`config.mk`:
```
export PLATFORM = sky130hd
export DESIGN_NAME = dpot_serial_front
export DESIGN_NICKNAME = d
export VERILOG_FILES = /design/src/rtl/dpot_fe_pkg.sv /design/src/rtl/dpot_sync.sv /design/src/rtl/dpot_frame_parser.sv /design/src/rtl/dpot_so_shift.sv /design/src/rtl/dpot_serial_front.sv
export SDC_FILE = /design/constraint.sdc
export NUM_CORES = 1
export LEC_CHECK = 0
export CORE_MARGIN = 3
export CORE_UTILIZATION = 45
export CTS_CLUSTER_SIZE = 40
export DETAILED_ROUTE_END_ITERATION = 12
export DONT_BUFFER_PORTS = 1
export SYNTH_ARGS = -nofsm -noshare
export SYNTH_HDL_FRONTEND = slang
export SYNTH_SLANG_ARGS = --single-unit
```
`constraint.sdc`:
```
create_clock -name clk -period 1.8 [get_ports clk]
set_clock_uncertainty 0.15 [all_clocks]
set_input_delay 0.27 -clock clk [delete_from_list [all_inputs] [get_ports clk]]
set_output_delay 0.27 -clock clk [all_outputs]
set_load 0.05 [all_outputs]
```
`src/rtl/dpot_fe_pkg.sv`:
```
// Shared constants and types for the potentiometer serial front end.
package dpot_fe_pkg;
    localparam int BYTE_W  = 8;
    localparam int DATA_W  = 6;
    localparam int SEL_W   = 2;
    localparam int CNT_W   = $clog2(BYTE_W);
    localparam logic [BYTE_W-2:0] DEV_TYPE = 7'b0101110;

    // Request codes presented on cmd_o
    typedef enum logic [2:0] {
        CMD_RD_WCR  = 3'd0,
        CMD_WR_WCR  = 3'd1,
        CMD_RD_DR   = 3'd2,
        CMD_WR_DR   = 3'd3,
        CMD_DR2WCR  = 3'd4,
        CMD_WCR2DR  = 3'd5,
        CMD_STEP    = 3'd6,
        CMD_RD_STAT = 3'd7
    } cmd_e;

    // Position within a selected frame
    typedef enum logic [2:0] {
        PH_IDLE, PH_ID, PH_INSTR, PH_WDATA, PH_RDATA, PH_STEP, PH_DROP
    } phase_e;

    typedef struct packed {
        logic ok;
        cmd_e op;
    } dec_t;
endpackage

```
`src/rtl/dpot_sync.sv`:
```
// Multi-stage synchronizer, one chain per input bit.
// Assumes: inputs are asynchronous to clk; RST_VAL gives each chain's reset level.
module dpot_sync #(
    parameter int             W       = 4,
    parameter int             STAGES  = 2,
    parameter logic [W-1:0]   RST_VAL = '0
) (
    input  logic         clk,
    input  logic         rst_n,
    input  logic [W-1:0] d,
    output logic [W-1:0] q
);
    for (genvar g = 0; g < W; g++) begin : g_bit
        logic [STAGES-1:0] chain;
        // Shift the raw input through the chain
        always_ff @(posedge clk) begin
            if (!rst_n) chain <= {STAGES{RST_VAL[g]}};
            else        chain <= {chain[STAGES-2:0], d[g]};
        end
        assign q[g] = chain[STAGES-1];
    end
endmodule

```
`src/rtl/dpot_frame_parser.sv`:
```
// Frame parser: finds serial clock edges, counts bits, checks the
// identification byte, decodes the instruction and issues request strobes.
// Assumes: inputs already synchronized; clk at least 8x the serial clock.
module dpot_frame_parser
    import dpot_fe_pkg::*;
(
    input  logic              clk,
    input  logic              rst_n,
    input  logic              sck_s,
    input  logic              si_s,
    input  logic              csn_s,
    input  logic              holdn_s,
    input  logic              addr_pin,
    output logic              cmd_stb,
    output cmd_e              cmd,
    output logic [SEL_W-1:0]  reg_sel,
    output logic [DATA_W-1:0] wr_data,
    output logic              step_up,
    output logic              rd_phase,
    output logic              rd_fall,
    output logic              paused
);
    logic              sck_d, csn_d;
    phase_e            st;
    logic [CNT_W-1:0]  cnt;
    logic [BYTE_W-2:0] sh;
    logic [BYTE_W-1:0] byte_nx;
    logic              live, rise, fall, csn_fall, last_bit;
    dec_t              dec;

    // Map an instruction byte to a request code
    function automatic dec_t decode_op(input logic [BYTE_W-1:0] b);
        dec_t r;
        r.ok = 1'b1;
        r.op = CMD_RD_WCR;
        case (b[7:4])
            4'b1001: r.op = CMD_RD_WCR;
            4'b1010: r.op = CMD_WR_WCR;
            4'b1011: r.op = CMD_RD_DR;
            4'b1100: r.op = CMD_WR_DR;
            4'b1101: r.op = CMD_DR2WCR;
            4'b1110: r.op = CMD_WCR2DR;
            4'b0010: r.op = CMD_STEP;
            4'b0101: begin
                r.op = CMD_RD_STAT;
                r.ok = (b[3:0] == 4'b0001);
            end
            default: r.ok = 1'b0;
        endcase
        return r;
    endfunction

    assign byte_nx  = {sh, si_s};
    assign dec      = decode_op(byte_nx);
    assign live     = !csn_s && !paused;
    assign rise     = live && sck_s && !sck_d;
    assign fall     = live && !sck_s && sck_d;
    assign csn_fall = csn_d && !csn_s;
    assign last_bit = (cnt == CNT_W'(BYTE_W - 1));
    assign rd_phase = (st == PH_RDATA);
    assign rd_fall  = rd_phase && fall;

    // Edge history for clock and chip select
    always_ff @(posedge clk) begin
        if (!rst_n) begin
            sck_d <= 1'b0;
            csn_d <= 1'b0;
        end else begin
            sck_d <= sck_s;
            csn_d <= csn_s;
        end
    end

    // Pause state: entered and left only while the serial clock is low
    always_ff @(posedge clk) begin
        if (!rst_n || csn_s)               paused <= 1'b0;
        else if (!paused && !holdn_s && !sck_s) paused <= 1'b1;
        else if (paused && holdn_s && !sck_s)   paused <= 1'b0;
    end

    // Frame sequencing, decode and request strobes
    always_ff @(posedge clk) begin
        if (!rst_n) begin
            st      <= PH_IDLE;
            cnt     <= '0;
            sh      <= '0;
            cmd_stb <= 1'b0;
            cmd     <= CMD_RD_WCR;
            reg_sel <= '0;
            wr_data <= '0;
            step_up <= 1'b0;
        end else begin
            cmd_stb <= 1'b0;
            if (csn_s) begin
                st <= PH_IDLE;
            end else if (csn_fall) begin
                st  <= PH_ID;
                cnt <= '0;
            end else if (rise) begin
                case (st)
                    PH_ID, PH_INSTR, PH_WDATA: begin
                        sh  <= byte_nx[BYTE_W-2:0];
                        cnt <= cnt + 1'b1;
                        if (last_bit) begin
                            if (st == PH_ID) begin
                                st <= (byte_nx == {DEV_TYPE, addr_pin}) ? PH_INSTR : PH_DROP;
                            end else if (st == PH_WDATA) begin
                                cmd_stb <= 1'b1;
                                wr_data <= byte_nx[DATA_W-1:0];
                                st      <= PH_DROP;
                            end else if (!dec.ok) begin
                                st <= PH_DROP;
                            end else begin
                                cmd     <= dec.op;
                                reg_sel <= byte_nx[3:2];
                                case (dec.op)
                                    CMD_WR_WCR, CMD_WR_DR: st <= PH_WDATA;
                                    CMD_STEP:              st <= PH_STEP;
                                    CMD_DR2WCR, CMD_WCR2DR: begin
                                        cmd_stb <= 1'b1;
                                        st      <= PH_DROP;
                                    end
                                    default: begin
                                        cmd_stb <= 1'b1;
                                        st      <= PH_RDATA;
                                    end
                                endcase
                            end
                        end
                    end
                    PH_RDATA: begin
                        cnt <= cnt + 1'b1;
                        if (last_bit) st <= PH_DROP;
                    end
                    PH_STEP: begin
                        cmd_stb <= 1'b1;
                        cmd     <= CMD_STEP;
                        step_up <= si_s;
                    end
                    default: ;
                endcase
            end
        end
    end

    // strobes last exactly one cycle
    p_strobe_pulse_r8: assert property (@(posedge clk) disable iff (!rst_n)
        cmd_stb |=> !cmd_stb);
    // a strobe only follows a selected cycle
    p_strobe_selected_r1: assert property (@(posedge clk) disable iff (!rst_n)
        cmd_stb |-> !$past(csn_s));
    // no request while paused
    p_hold_no_strobe_r10: assert property (@(posedge clk) disable iff (!rst_n)
        paused |-> !cmd_stb);
    // register index steady while a read byte is shifted out
    p_sel_steady_r6: assert property (@(posedge clk) disable iff (!rst_n)
        (rd_phase && $past(rd_phase)) |-> $stable(reg_sel));
endmodule

```
`src/rtl/dpot_so_shift.sv`:
```
// Serial output shifter: loads the read word on the first falling clock edge
// of the output byte and shifts it MSB first on later falling edges.
// Assumes: wcr/dr/wip are stable from the read strobe to the end of the byte.
module dpot_so_shift
    import dpot_fe_pkg::*;
(
    input  logic              clk,
    input  logic              rst_n,
    input  logic              rd_phase,
    input  logic              rd_fall,
    input  logic              paused,
    input  logic              csn_s,
    input  cmd_e              cmd,
    input  logic [DATA_W-1:0] wcr,
    input  logic [DATA_W-1:0] dr,
    input  logic              wip,
    output logic              so,
    output logic              so_en
);
    localparam int PAD_W = BYTE_W - DATA_W;

    logic [BYTE_W-1:0] word, obuf;
    logic              loaded;

    // Select the byte returned for the current read
    always_comb begin
        case (cmd)
            CMD_RD_STAT: word = {{(BYTE_W-1){1'b0}}, wip};
            CMD_RD_WCR:  word = {{PAD_W{1'b0}}, wcr};
            default:     word = {{PAD_W{1'b0}}, dr};
        endcase
    end

    // Load then shift on falling serial clock edges
    always_ff @(posedge clk) begin
        if (!rst_n || !rd_phase) begin
            loaded <= 1'b0;
            obuf   <= '0;
        end else if (rd_fall) begin
            loaded <= 1'b1;
            obuf   <= loaded ? {obuf[BYTE_W-2:0], 1'b0} : word;
        end
    end

    assign so    = obuf[BYTE_W-1];
    assign so_en = rd_phase && loaded && !paused;

    // output released one cycle after deselect at the latest
    p_quiet_deselect_r9: assert property (@(posedge clk) disable iff (!rst_n)
        csn_s |=> !so_en);
    // SO only moves on a falling clock edge of a read
    p_so_on_fall_r9: assert property (@(posedge clk) disable iff (!rst_n)
        (so_en && $past(so_en) && !$past(rd_fall)) |-> $stable(so));
endmodule

```
`src/rtl/dpot_serial_front.sv`:
```
// Top of the potentiometer serial front end: synchronizers, frame parser and
// SO shifter. Assumes clk runs at least 8x the serial clock.
module dpot_serial_front
    import dpot_fe_pkg::*;
(
    input  logic              clk,
    input  logic              rst_n,
    input  logic              sck_i,
    input  logic              sdi_i,
    input  logic              csn_i,
    input  logic              holdn_i,
    input  logic              addr_pin_i,
    input  logic [DATA_W-1:0] wcr_i,
    input  logic [DATA_W-1:0] dr_i,
    input  logic              wip_i,
    output logic              so_o,
    output logic              so_en_o,
    output logic              cmd_stb_o,
    output logic [2:0]        cmd_o,
    output logic [SEL_W-1:0]  reg_sel_o,
    output logic [DATA_W-1:0] wr_data_o,
    output logic              step_up_o
);
    localparam int NSYNC = 4;

    logic [NSYNC-1:0] raw, syn;
    logic             rd_phase, rd_fall, paused;
    cmd_e             cmd;

    assign raw = {holdn_i, csn_i, sck_i, sdi_i};

    // Chip select resets low so a frame open at reset is not taken as a start
    dpot_sync #(.W(NSYNC), .STAGES(2), .RST_VAL(4'b1000)) i_sync (
        .clk(clk), .rst_n(rst_n), .d(raw), .q(syn)
    );

    dpot_frame_parser i_parser (
        .clk(clk), .rst_n(rst_n),
        .sck_s(syn[1]), .si_s(syn[0]), .csn_s(syn[2]), .holdn_s(syn[3]),
        .addr_pin(addr_pin_i),
        .cmd_stb(cmd_stb_o), .cmd(cmd), .reg_sel(reg_sel_o),
        .wr_data(wr_data_o), .step_up(step_up_o),
        .rd_phase(rd_phase), .rd_fall(rd_fall), .paused(paused)
    );

    dpot_so_shift i_shift (
        .clk(clk), .rst_n(rst_n),
        .rd_phase(rd_phase), .rd_fall(rd_fall), .paused(paused), .csn_s(syn[2]),
        .cmd(cmd), .wcr(wcr_i), .dr(dr_i), .wip(wip_i),
        .so(so_o), .so_en(so_en_o)
    );

    assign cmd_o = cmd;
endmodule

```
* Word level (Yosys, flattened, before mapping) *
Index checks and enable logic that the tools add are counted.

operators by class
  add/subtract/negate cells = 1
  equal/unequal tests = 29
  muxes and demuxes = 30
  bitwise gates (word level) = 6
  reductions and logical operators = 46

operators by type and width
  operator              number
  $mux W3               13
  $eq A4 B4 Y1 const B  6
  $eq A3 B3 Y1 const B  7
  $pmux W3 S7           1
  $reduce_and A4 Y1     4
  $reduce_and A8 Y1     2
  $logic_and A1 B1 Y1   13
  $pmux W3 S2           2
  $pmux W6 S2           1
  $reduce_bool A2 Y1    5
  $eq A3 B2 Y1 const B  3
  $mux W1               9
  $pmux W3 S3           1
  $reduce_or A3 Y1      3
  $eq A8 B7 Y1          1
  $mux W8               1
  $reduce_or A4 Y1      2
  $logic_not A1 Y1      7
  $reduce_and A7 Y1     1
  $reduce_or A7 Y1      1
  $eq A3 B1 Y1 const B  2
  $ne A2 B2 Y1 const B  3
  $not A1 Y1            6
  $reduce_or A2 Y1      3
  other kinds (12)      15

word-level totals
  bits in registers = 46
  input bits = 20
  output and inout bits = 15
  logic and storage cells = 130

* Depth between registers and ports, before layout *
Gate-level depths: netlist (run 1).

  word-level depth = 12
  mapped depth = 6
  mapped depth without buffers = 6

* By module *
Synthesis (run 1) repeated with hierarchy kept, for this count alone.

unflattened totals
  cells, all modules = 245
  area, all modules = 2312.2 um2

by module, submodules not included
  module             instances  cells an instance  area an instance (um2)  seq. area each (um2)
  dpot_frame_parser  1          163                1556.5                  580.6
  dpot_so_shift      1          62                 515.5                   180.2
  dpot_sync          1          20                 240.2                   160.2

* Worst setup path after synthesis (run 1) *
Ideal clock, no wire load.

  kind = reg2reg
  from = register i_parser.paused
  to = register i_parser.cmd[2]
  setup time = 0.119 ns
  arrival time = 1.626 ns
  required time = 1.531 ns
  slack = -0.094 ns
  stages on the path, launching flop included = 5
  path buffers = 0
  clock period less this slack = 1.894 ns
  path through = dfxtp_1 nor4b_1 nand3_1 a21o_1 o221a_2

between the ends
  longest elaborated chain between the ends = 5

RTL lines
  item                                RTL line                  RTL
  start: declaration                  dpot_frame_parser.sv:21   output logic paused
  start signal: assignment            dpot_frame_parser.sv:76   if (!rst_n || csn_s) paused <= 1'b0;
  start signal: assignment            dpot_frame_parser.sv:77   else if (!paused && !holdn_s && !sck_s) paused <= 1'b1;
  start signal: assignment            dpot_frame_parser.sv:78   else if (paused && holdn_s && !sck_s) paused <= 1'b0;
  $logic_not A1 Y1                    dpot_frame_parser.sv:55   assign live = !csn_s && !paused;
  $logic_and A1 B1 Y1                 dpot_frame_parser.sv:55
  $logic_and A1 B1 Y1 (2 in series)   dpot_frame_parser.sv:56   assign rise = live && sck_s && !sck_d;
  $reduce_and A8 Y1 (no source line)  -
  end signal: assignment              dpot_frame_parser.sv:114  cmd <= dec.op;
  end: declaration                    dpot_frame_parser.sv:15   output cmd_e cmd,

Every way passes these cells.
A chain may end at the register's enable or synchronous reset.

* Worst setup path after layout (run 1) *
  from = register i_parser.sck_d
  to = register i_parser.sh[1]

between the ends
  longest elaborated chain between the ends = 3

RTL lines
  item                                RTL line                  RTL
  start: declaration                  dpot_frame_parser.sv:23   logic sck_d, csn_d;
  start signal: assignment            dpot_frame_parser.sv:69   sck_d <= sck_s;
  $logic_not A1 Y1                    dpot_frame_parser.sv:56
  $logic_and A1 B1 Y1                 dpot_frame_parser.sv:56
  $reduce_and A4 Y1 (no source line)  -
  end signal: assignment              dpot_frame_parser.sv:102  sh <= byte_nx[BYTE_W-2:0];
  end: declaration                    dpot_frame_parser.sv:26   logic [BYTE_W-2:0] sh;

Every way passes these cells.

==> results of run 1 <==
## final cells by class
class,instances,share of cell area [%]
Multi-Input combinational cell,182,46.4
Sequential cell,46,33.1
Timing Repair Buffer,41,12.8
Tap cell,67,2.98
Clock buffer,6,2.58
Clock inverter,2,1.33
Inverter,6,0.801
## layer usage
layer / up-vias / global-route usage (%)
met4: 0 / 6.76
met3: 10 / 4.87
met1: 858 / 22.8
met5: - / 0
met2: 55 / 25.6
li1: 961 / -
## report_power, final
group / total, uW / internal [uW] / switching, uW / leakage (uW)
Combinational: 81.1 / 43.9 / 37.2 / 0.000569
Sequential: 1040 / 1030 / 8.08 / 0.000376
Clock: 755 / 414 / 341 / 0.0000514
## registers in the layout (all words and copies together) (netlist names)
name	flops
i_parser.sh	7
i_parser.cmd	3
i_parser.step_up	1
i_parser.wr_data	6
i_parser.st	3
i_parser.reg_sel	2
i_sync.g_bit.chain	8
i_parser.cnt	3
i_shift.obuf	8
i_shift.loaded	1
i_parser.paused	1
i_parser.csn_d	1
i_parser.cmd_stb	1
i_parser.sck_d	1
## worst max-delay path, cell delays in order (launching register included)
cell and delay, ns:
dfxtp_2 0.33, or4b_4 0.58, nor4_4 0.21, buf_12 0.17
mux2i_2 0.22, nor2b_1 0.07
## timing repair
action | 4_1_cts | 5_1_grt
hold buffers | 7 | 0
endpoints found under the hold margin | 33 | 0
endpoints found under the setup margin | 13 | 33
buffers inserted | 2 | 3
gates resized for setup | 11 | 11
pin swaps | 3 | 1
## logic make-up (layout without fill, tap and decap cells)
logic type / Yosys count / count (layout) / synth area share [%]
multiplexers: 17 / 17 / 7.43
flip-flops: 46 / 46 / 40.2
AO/OA/AOI/OAI: 58 / 58 / 17.4
XOR/XNOR: 5 / 5 / 1.91
AND/OR/NAND/NOR: 100 / 100 / 26.3
adder cells (fa/ha/maj): 2 / 2 / 1.09
buffers and inverters: 22 / 55 / 5.68
## synth_stat cells (3+ instances only)
master	number	area, um2
xor2_1	3	26.3
a211o_1	6	52.6
mux2i_1	17	170
clkbuf_1	9	33.8
nand2b_1	4	25.0
nor2b_1	14	87.6
nor4b_1	3	26.3
inv_1	6	22.5
and2_1	7	43.8
clkbuf_8	4	55.1
or3_1	3	18.8
a211oi_1	7	52.6
o21ai_0	5	25.0
dfxtp_1	46	921
o22ai_1	9	56.3
a21oi_1	15	75.1
nand2_1	21	78.8
nand3_1	9	45.0
nor2_1	17	63.8
## worst max path at each step
stage,endpoint,slack (ns)
after floorplan,i_parser.cmd[2],-0.09
after global placement,i_parser.reg_sel[0],-0.06
after detailed placement,i_parser.reg_sel[0],-0.06
after CTS,i_parser.sh[1],0.00003
after global routing,i_parser.sh[1],-0.08
final,i_parser.sh[1],-0.02
## metrics by stage
| stage | setup slack [ns] | util [%] | setup TNS [ns] | hold slack [ns] | instance area (um2) |
|---|---|---|---|---|---|
| global placement | -0.0570 | 52.1 | -0.251 | 0.196 | 2510 |
| global route | -0.0822 | 58.4 | -1.13 | 0.0204 | 2810 |
| floorplan | -0.0863 | - | -1.20 | 0.221 | 2290 |
| finish | -0.0191 | 58.4 | -0.0241 | 0.0132 | 2810 |
| CTS | 0.0000312 | 57.1 | 0 | 0.00438 | 2750 |
| detailed placement | -0.0612 | 52.1 | -0.503 | 0.200 | 2510 |
==> results_dict.tcl, run 1 <==
set metrics [dict create \
    finalSetupViolCount 3 \
    vias_per_cell 5.38 \
    drive_gt1_share_pct 25.1 \
    clk_pin_slew_ns 0.08 \
    r2r_end "i_parser.sh[1]" \
    drc 0 \
    clock_sinks 46 \
    start_util_pct 47.5 \
    core-area_um2 4820 \
    tightest_slew_ns 0.931 \
    leakagePower_uw 0.000996 \
    htree_levels 2 \
    n_antenna_cell 0 \
    max_slew_margin_pct 37.9 \
    synth-seq-cells 46 \
    cp.arrival_ns 1.86 \
    fin_crit_ns 1.82 \
    grt_max_degree 33 \
    synth_area_um2 2290 \
    crit_required_ns 1.84 \
    final_cell_mix "39 x dfxtp_1, 30 x buf_4, 21 x nand2_1" \
    layout.cells.non_filler 350 \
    drv_slew 0 \
    n_fill_cell 451 \
    reg2reg_from "i_parser.sck_d" \
    antenna_found_initial 0 \
    ir_drop_uv 458 \
    multiInputGateArea_um2 1310 \
    drt-initial-drc-count 95 \
    drv_cap 0 \
    final_hold_viol_count 0 \
    cts-root-buf "clkbuf_8" \
    synth-main-ff-cell "dfxtp_1" \
    grt_usage_pct 17.0 \
    synth_edf_count 0 \
    layout_commonest_cell "dfxtp_1" \
    m1WireLength_mm 2.33 \
    end_kind "flop" \
    avgRoutedWirePerCell_um 13.7 \
    critical_path_class "reg2reg" \
    achievable-frequency_mhz 550 \
    drtAntennaViolNets 0 \
    wl_met3_um 307 \
    maxUsedRoutingLayer "met4" \
    fp.dieW_um 77.3 \
    via_count 1884 \
    place.gp.congestion 0.815 \
    critPathLaunchType "flop" \
    place_hpwl_mm 3.31 \
    die_y_um 77.3 \
    cts_buffer_depth 2 \
    grt_pass1_wl_mm 8.24 \
    worstHoldEndpoint "i_parser.cmd[0]" \
    dp_cells 330 \
    path_max_fanout 7 \
    r2r_slack_ns -0.02 \
    clk_latency_ns 0.30 \
    ios 35 \
    yosysWarnings 0 \
    wl_mm 4.81 \
    grt_pass1_vias 1787 \
    rows 25 \
    seq_area_um2 930 \
    final.setup.worst_slack_ns -0.0191 \
    met2_length_mm 2.08 \
    fin_crit_sh_pct 101 \
    crit_start "i_parser.sck_d" \
    ys_seq_area_share_pct 40.2 \
    numCtsBuffers 5 \
    violations "negative setup slack" \
    rsz0062_at_grt "true" \
    synthArstFlopShare_pct 0 \
    fin_total_pwr_uw 1870 \
    min_path_type "in2reg" \
    io_buffers 0 \
    postSynthAreaPerCell_um2 9.16 \
    die_area_um2 5980 \
    finalNetCount 304 \
    synthCells 250 \
    grt.overflow.total 0 \
    synth_cell_types 49 \
    area_delta_synth_final_pct 22.8 \
    worstHoldPathCells 2 \
    min_from "rst_n" \
    syn-num-nets 272 \
    ff2ff_path_depth 5 \
    outcome "finished with violations" \
    cts_tree "yes" \
    power.density_nw_per_um2 665 \
    dr.pass1.iters 4 \
]
(Power assumes the default switching activity.)
==> inputs of run 2 (changes only) <==
- ABC_AREA: not set -> 1
==> run 2 against run 1 <==
The flow now finishes without violations. Via count down 1.2%. Cell count up 11%. Design area down 12%. Fmax up 6.9%. Register-to-register slack better by 0.12 ns. Sequential power about the same. Area after synthesis down 4.2%. First-iteration DRC count down 2.1%. Critical path type unchanged.
==> results_dict.tcl, run 2 <==
set metrics [dict create \
    tightest_slew_ns 0.799 \
    rsz0062_at_grt "true" \
    clk_pin_slew_ns 0.08 \
    p_clk_share_pct 40.7 \
    final_hold_viol_count 0 \
    synth_edf_count 0 \
    p_switching_uw 381 \
    synth_cell_types 28 \
    antenna_found_initial 0 \
    grt_max_degree 24 \
    core-area_um2 4530 \
    ys_seq_area_share_pct 42.0 \
    crit_required_ns 1.86 \
    ir_drop_uv 461 \
    grt.overflow.total 0 \
    io_buffers 0 \
    finalSetupViolCount 0 \
    reg2reg_from "i_parser.cnt[0]" \
    vias_per_cell 4.77 \
    min_from "dr_i[5]" \
    cp_num_buf_inv 2 \
    yosys.area.top_type_share_pct 42.0 \
    achievable-frequency_mhz 588 \
    clk_latency_ns 0.29 \
    final_cell_mix "81 x nand2_1, 45 x dfxtp_1, 41 x nor2_1" \
    synth_top_cell_by_area "dfxtp_1" \
    finalNetCount 347 \
    synth-main-ff-cell "dfxtp_1" \
    dr.pass1.iters 4 \
    postSynthAreaPerCell_um2 6.99 \
    synthCells 314 \
    drtAntennaViolNets 0 \
    via_count 1861 \
    holdWs_ns 0.0708 \
    path_cells "ha_1 -> ha_2 -> inv_1 -> nor3_2 -> nand2_1 -> nor2_4 -> buf_12 -> nor2_1 -> a211oi_1" \
    cp_slowest_stage_delay_ns 0.34 \
    cell_internal_pwr_uw 1500 \
    drc 0 \
    synth.most_common_cell "nand2_1" \
    pwr-share-comb_pct 4.2 \
    crit_slowest_cell "dfxtp_2" \
    synth_area_leaders "dfxtp_1 42%, nand2_1 14%, inv_1 7.0%" \
    drive_gt1_share_pct 12.6 \
    path_max_fanout 12 \
    top_regs "i_shift.obuf (8), i_sync.g_bit.chain (8), i_parser.sh (7)" \
    fin_crit_sh_pct 94.6 \
    synthArstFlopShare_pct 0 \
    drt-initial-drc-count 93 \
    synth.top_cells.by_count "81 x nand2_1, 46 x dfxtp_1, 41 x inv_1, 41 x nor2_1" \
    synth-seq-cells 46 \
    cts-root-buf "clkbuf_8" \
    drv_slew 0 \
    grt_pass1_wl_mm 7.15 \
    critical_path_class "reg2reg" \
    place_hpwl_mm 3.28 \
    place.gp.congestion 0.905 \
    power.density_nw_per_um2 759 \
    clock_sinks 46 \
    n_fill_cell 454 \
    cts_tree "yes" \
    fp.dieW_um 75.8 \
    syn-num-nets 336 \
    outcome "complete, no violations" \
    die_area_um2 5750 \
    cts_buffer_depth 2 \
    r2r_slack_ns 0.1 \
    ff2ff_path_depth 9 \
    n_antenna_cell 0 \
    area_delta_synth_final_pct 13.3 \
    sw_frac_of_total_pct 20.2 \
    fin_crit_ns 1.70 \
    min_path_type "in2reg" \
    ios 35 \
    max_slew_margin_pct 46.5 \
    synth_area_um2 2190 \
    worstHoldEndpoint "i_shift.obuf[5]" \
    die_y_um 75.8 \
    avgRoutedWirePerCell_um 11.3 \
    layout_commonest_cell "nand2_1" \
    r2r_end "i_parser.wr_data[0]" \
    grt_pass1_vias 1608 \
    worstHoldPathCells 4 \
    numCtsBuffers 5 \
    rows 24 \
    grt_usage_pct 16.4 \
    leakagePower_uw 0.00111 \
    drv_cap 0 \
    critPathLaunchType "flop" \
    yosysWarnings 0 \
    seqPwrFrac_pct 55.1 \
    end_kind "flop" \
    wl_mm 4.42 \
    start_util_pct 48.4 \
    fin_total_pwr_uw 1890 \
    cp.arrival_ns 1.76 \
    cp_top_family "simple AND/OR/NAND/NOR gates" \
    htree_levels 2 \
]
## run 2: cell types whose count changed after synthesis, moves of 7 or more
cell / before / now
inv_1: 6 / 41
and2_1: 7 / 0
nand3_1: 9 / 23
a21oi_1: 15 / 23
o22ai_1: 9 / 0
nand2_1: 21 / 81
mux2i_1: 17 / 0
o21ai_0: 5 / 12
nor2_1: 17 / 41
nor2b_1: 14 / 0
## run 2: worst max path at each step
stage	startpoint	end	slack, ns	depth (start not counted)
after floorplan	i_shift.loaded	so_en_o	0.12	3
after global placement	i_parser.cnt[0]	i_parser.wr_data[1]	0.10	8
after detailed placement	i_parser.cnt[0]	i_parser.wr_data[1]	0.05	8
after CTS	i_parser.cnt[0]	i_parser.wr_data[0]	0.01	8
after global routing	i_parser.cnt[0]	i_parser.wr_data[0]	-0.03	9
final	i_parser.cnt[0]	i_parser.wr_data[0]	0.1	9
## run 2: stage by stage
step | cell area (um2) | instances | worst slack (ns) | setup TNS (ns) | util (%)
floorplan | 2200 | 314 | 0.116 | 0 | -
global placement | 2280 | 377 | 0.103 | 0 | 50.2
detailed placement | 2280 | 377 | 0.0479 | 0 | 50.2
CTS | 2440 | 389 | 0.0131 | 0 | 53.8
global route | 2480 | 390 | -0.0291 | -0.0335 | 54.8
finish | 2480 | 390 | 0.0981 | 0 | 54.8
## run 2: tightest hold or removal path: stages
cell and delay [ns]:
nand2_1 0.04, nand3_1 0.05, nand2_1 0.05, a21oi_1 0.05
## run 2: final cells by class
type | instances | area, um2 | share of cell area, %
inverter | 44 | 165 | 6.65
clock inverter | 1 | 30.0 | 1.21
multi-input combinational | 216 | 1080 | 43.7
sequential | 46 | 922 | 37.1
timing repair buffer | 12 | 119 | 4.78
tap | 65 | 81.3 | 3.27
clock buffer | 6 | 82.6 | 3.32
## run 2: kinds of logic (layout without fill, tap and decap cells)
family,after synthesis,after routing,share of synthesized area [%]
buffers and inverters,52,63,9.70
adder cells (fa/ha/maj),2,2,1.14
flip-flops,46,46,42.0
AND/OR/NAND/NOR,170,170,35.1
AO/OA/AOI/OAI,43,43,11.6
XOR/XNOR,1,1,0.399
## run 2: timing repair
item                                    4_1_cts  5_1_grt
hold endpoints to repair                     24        0
hold buffers                                  5        0
setup buffers                                 0        1
endpoints found under the setup margin        0        9
resized for setup                             0        7
## run 2: power by group through the flow
stage	sequential, uW	clock [uW]	combinational (uW)
2_1_floorplan	1060	0	59.7
3_3_place_gp	1060	0	63.2
3_5_place_dp	1060	0	63.9
4_1_cts	1040	797	79.9
5_1_grt	1040	835	91.8
6_report	1040	767	80.0
## run 2: per-layer routing
metal	share of wire, %	up-vias	global-route usage (%)
met5	0	-	0
met4	1.3	0	6.41
met2	42	49	23.8
met1	50	795	22.9
met3	6.4	6	4.88
li1	-	1011	-
==> inputs of run 3 (changes only) <==
- CORE_UTILIZATION: 45 -> 55
- PLACE_DENSITY: not set -> 0.73
- SETUP_SLACK_MARGIN: not set -> 0.5
==> run 3 against run 2 <==
The run now ends with negative hold slack, negative setup slack left. Non-clock buffer count grew 35. Critical path depth decreased by 1. Clock power increased by 15%. Critical endpoint is now i_parser.st[1]. Utilization increased by 34 points.
==> results_dict.tcl, run 3 (synthesized netlist as in run 2, its figures left out) <==
set metrics [dict create \
    achievable-frequency_mhz 551 \
    final_hold_viol_count 15 \
    core-area_um2 3740 \
    place_hpwl_mm 3.23 \
    area_delta_synth_final_pct 51.5 \
    grt_max_degree 26 \
    reg2reg_from "i_parser.st[2]" \
    final_core_util_pct 88.8 \
    ir_drop_uv 657 \
    top_regs "i_shift.obuf (8), i_sync.g_bit.chain (8), i_parser.sh (7)" \
    post-place-ws_ns 0.127 \
    critical_path_class "reg2reg" \
    start_util_pct 58.6 \
    die_y_um 69.2 \
    cp_slowest_stage_delay_ns 0.40 \
    via_count 2305 \
    worstHoldPathCells 2 \
    tightest_slew_ns 0.411 \
    r2r_end "i_parser.st[1]" \
    outcome "finished with violations" \
    finalNetCount 382 \
    drv_cap 0 \
    drive_gt1_share_pct 51.2 \
    dr.pass1.iters 4 \
    fin_crit_ns 1.81 \
    fp.dieW_um 69.2 \
    cts_buffer_depth 2 \
    placed_area_um2 2310 \
    numCtsBuffers 5 \
    crit_top_cell "nand2_1" \
    grt_usage_pct 22.3 \
    power.density_nw_per_um2 613 \
    critPathLaunchType "flop" \
    drt-initial-drc-count 218 \
    clk_pin_slew_ns 0.08 \
    final_cell_mix "50 x nand2_1, 26 x nor2_1, 26 x buf_4" \
    vias_per_cell 5.64 \
    path_cells "inv_1 -> o21ai_0 -> nand2_1 -> nand2_2 -> nor2_4 -> nand2_1 -> nor3_1 -> nor2_1" \
    finalSetupViolCount 1 \
    grt_pass1_vias 2040 \
    drv_slew 0 \
    wl_mm 6.70 \
    die_area_um2 4780 \
    htree_levels 2 \
    path_max_fanout 5 \
    clk_latency_ns 0.30 \
    avgRoutedWirePerCell_um 16.4 \
    crit_start "i_parser.st[2]" \
    antenna_found_initial 0 \
    grt_pass1_wl_mm 8.96 \
    drc 0 \
    end_kind "flop" \
    holdBufCountCts 8 \
    clock_sinks 46 \
    n_antenna_cell 0 \
    met1_usage_pct 27.3 \
    ff2ff_path_depth 8 \
    cts_tree "yes" \
    r2r_slack_ns -0.01 \
    io_buffers 0 \
    layout_commonest_cell "nand2_1" \
    leakagePower_uw 0.00138 \
    crit_slowest_cell "dfxtp_2" \
    min_path_type "in2reg" \
    holdWs_ns -0.0735 \
    crit_required_ns 1.83 \
    design_area_um2 3320 \
    final.setup.worst_slack_ns -0.0136 \
    ios 35 \
    use_met3_pct 5.98 \
    rows 22 \
    drtAntennaViolNets 0 \
    cts-root-buf "clkbuf_8" \
    cp.arrival_ns 1.85 \
    min_from "rst_n" \
    grt.busiest_layer "met2" \
    rsz0062_at_grt "true" \
    place.gp.congestion 0.918 \
    violations "negative hold slack, negative setup slack" \
    worstHoldEndpoint "i_parser.cmd[2]" \
    fin_crit_sh_pct 101 \
    max_slew_margin_pct 72.6 \
    met2_usage_pct 38.3 \
    grt.overflow.total 0 \
]
## run 3: layout make-up
type                       instances  area, um2
multi-input combinational        216       1500
sequential                        46        973
timing repair buffer              47        457
fill                             171        420
inverter                          44        194
clock buffer                       7        108
tap                               48       60.1
clock inverter                     1       30.0
## run 3: report_power, final
part | total (uW) | internal [uW] | switching, uW
clock network | 884 | 536 | 348
logic | 120 | 55.2 | 65.2
registers | 1030 | 1020 | 13.4
## run 3: worst max-delay path, delay by kind of cell (launching register included)
kind	cells	cell delay, ns
AND/OR/NAND/NOR	6	0.84
flip-flops	1	0.40
AO/OA/AOI/OAI	1	0.16
buffers and inverters	1	0.14
## run 3: worst max path at each step
stage | to | slack (ns) | depth (start not counted)
CTS | i_parser.wr_data[1] | 0.14 | 9
detailed placement | i_parser.wr_data[1] | 0.13 | 8
global route | i_parser.st[1] | -0.10 | 8
floorplan | i_parser.wr_data[3] | 0.28 | 9
finish | i_parser.st[1] | -0.01 | 8
global placement | i_parser.wr_data[1] | 0.19 | 8
## run 3: metrics by stage
step           std cells  total power [uW]  setup TNS [ns]
6_report             409              2040         -0.0136
5_1_grt              409              2100          -0.454
4_1_cts              389              2020               0
3_5_place_dp         356              1130               0
3_3_place_gp         356              1130               0
2_1_floorplan        314              1120               0
## run 3: repair_timing
item	CTS	global route
hold endpoints to repair	24	16
pin swaps	13	37
setup endpoints to repair	46	36
setup buffers	17	19
gates resized for setup	59	101
gates cloned	0	1
## run 3: metal layers
metal,up-vias,share of wire (%)
li1,1089,-
met1,1075,40
met2,108,50
met3,33,6.2
met4,0,4.2
met5,-,0
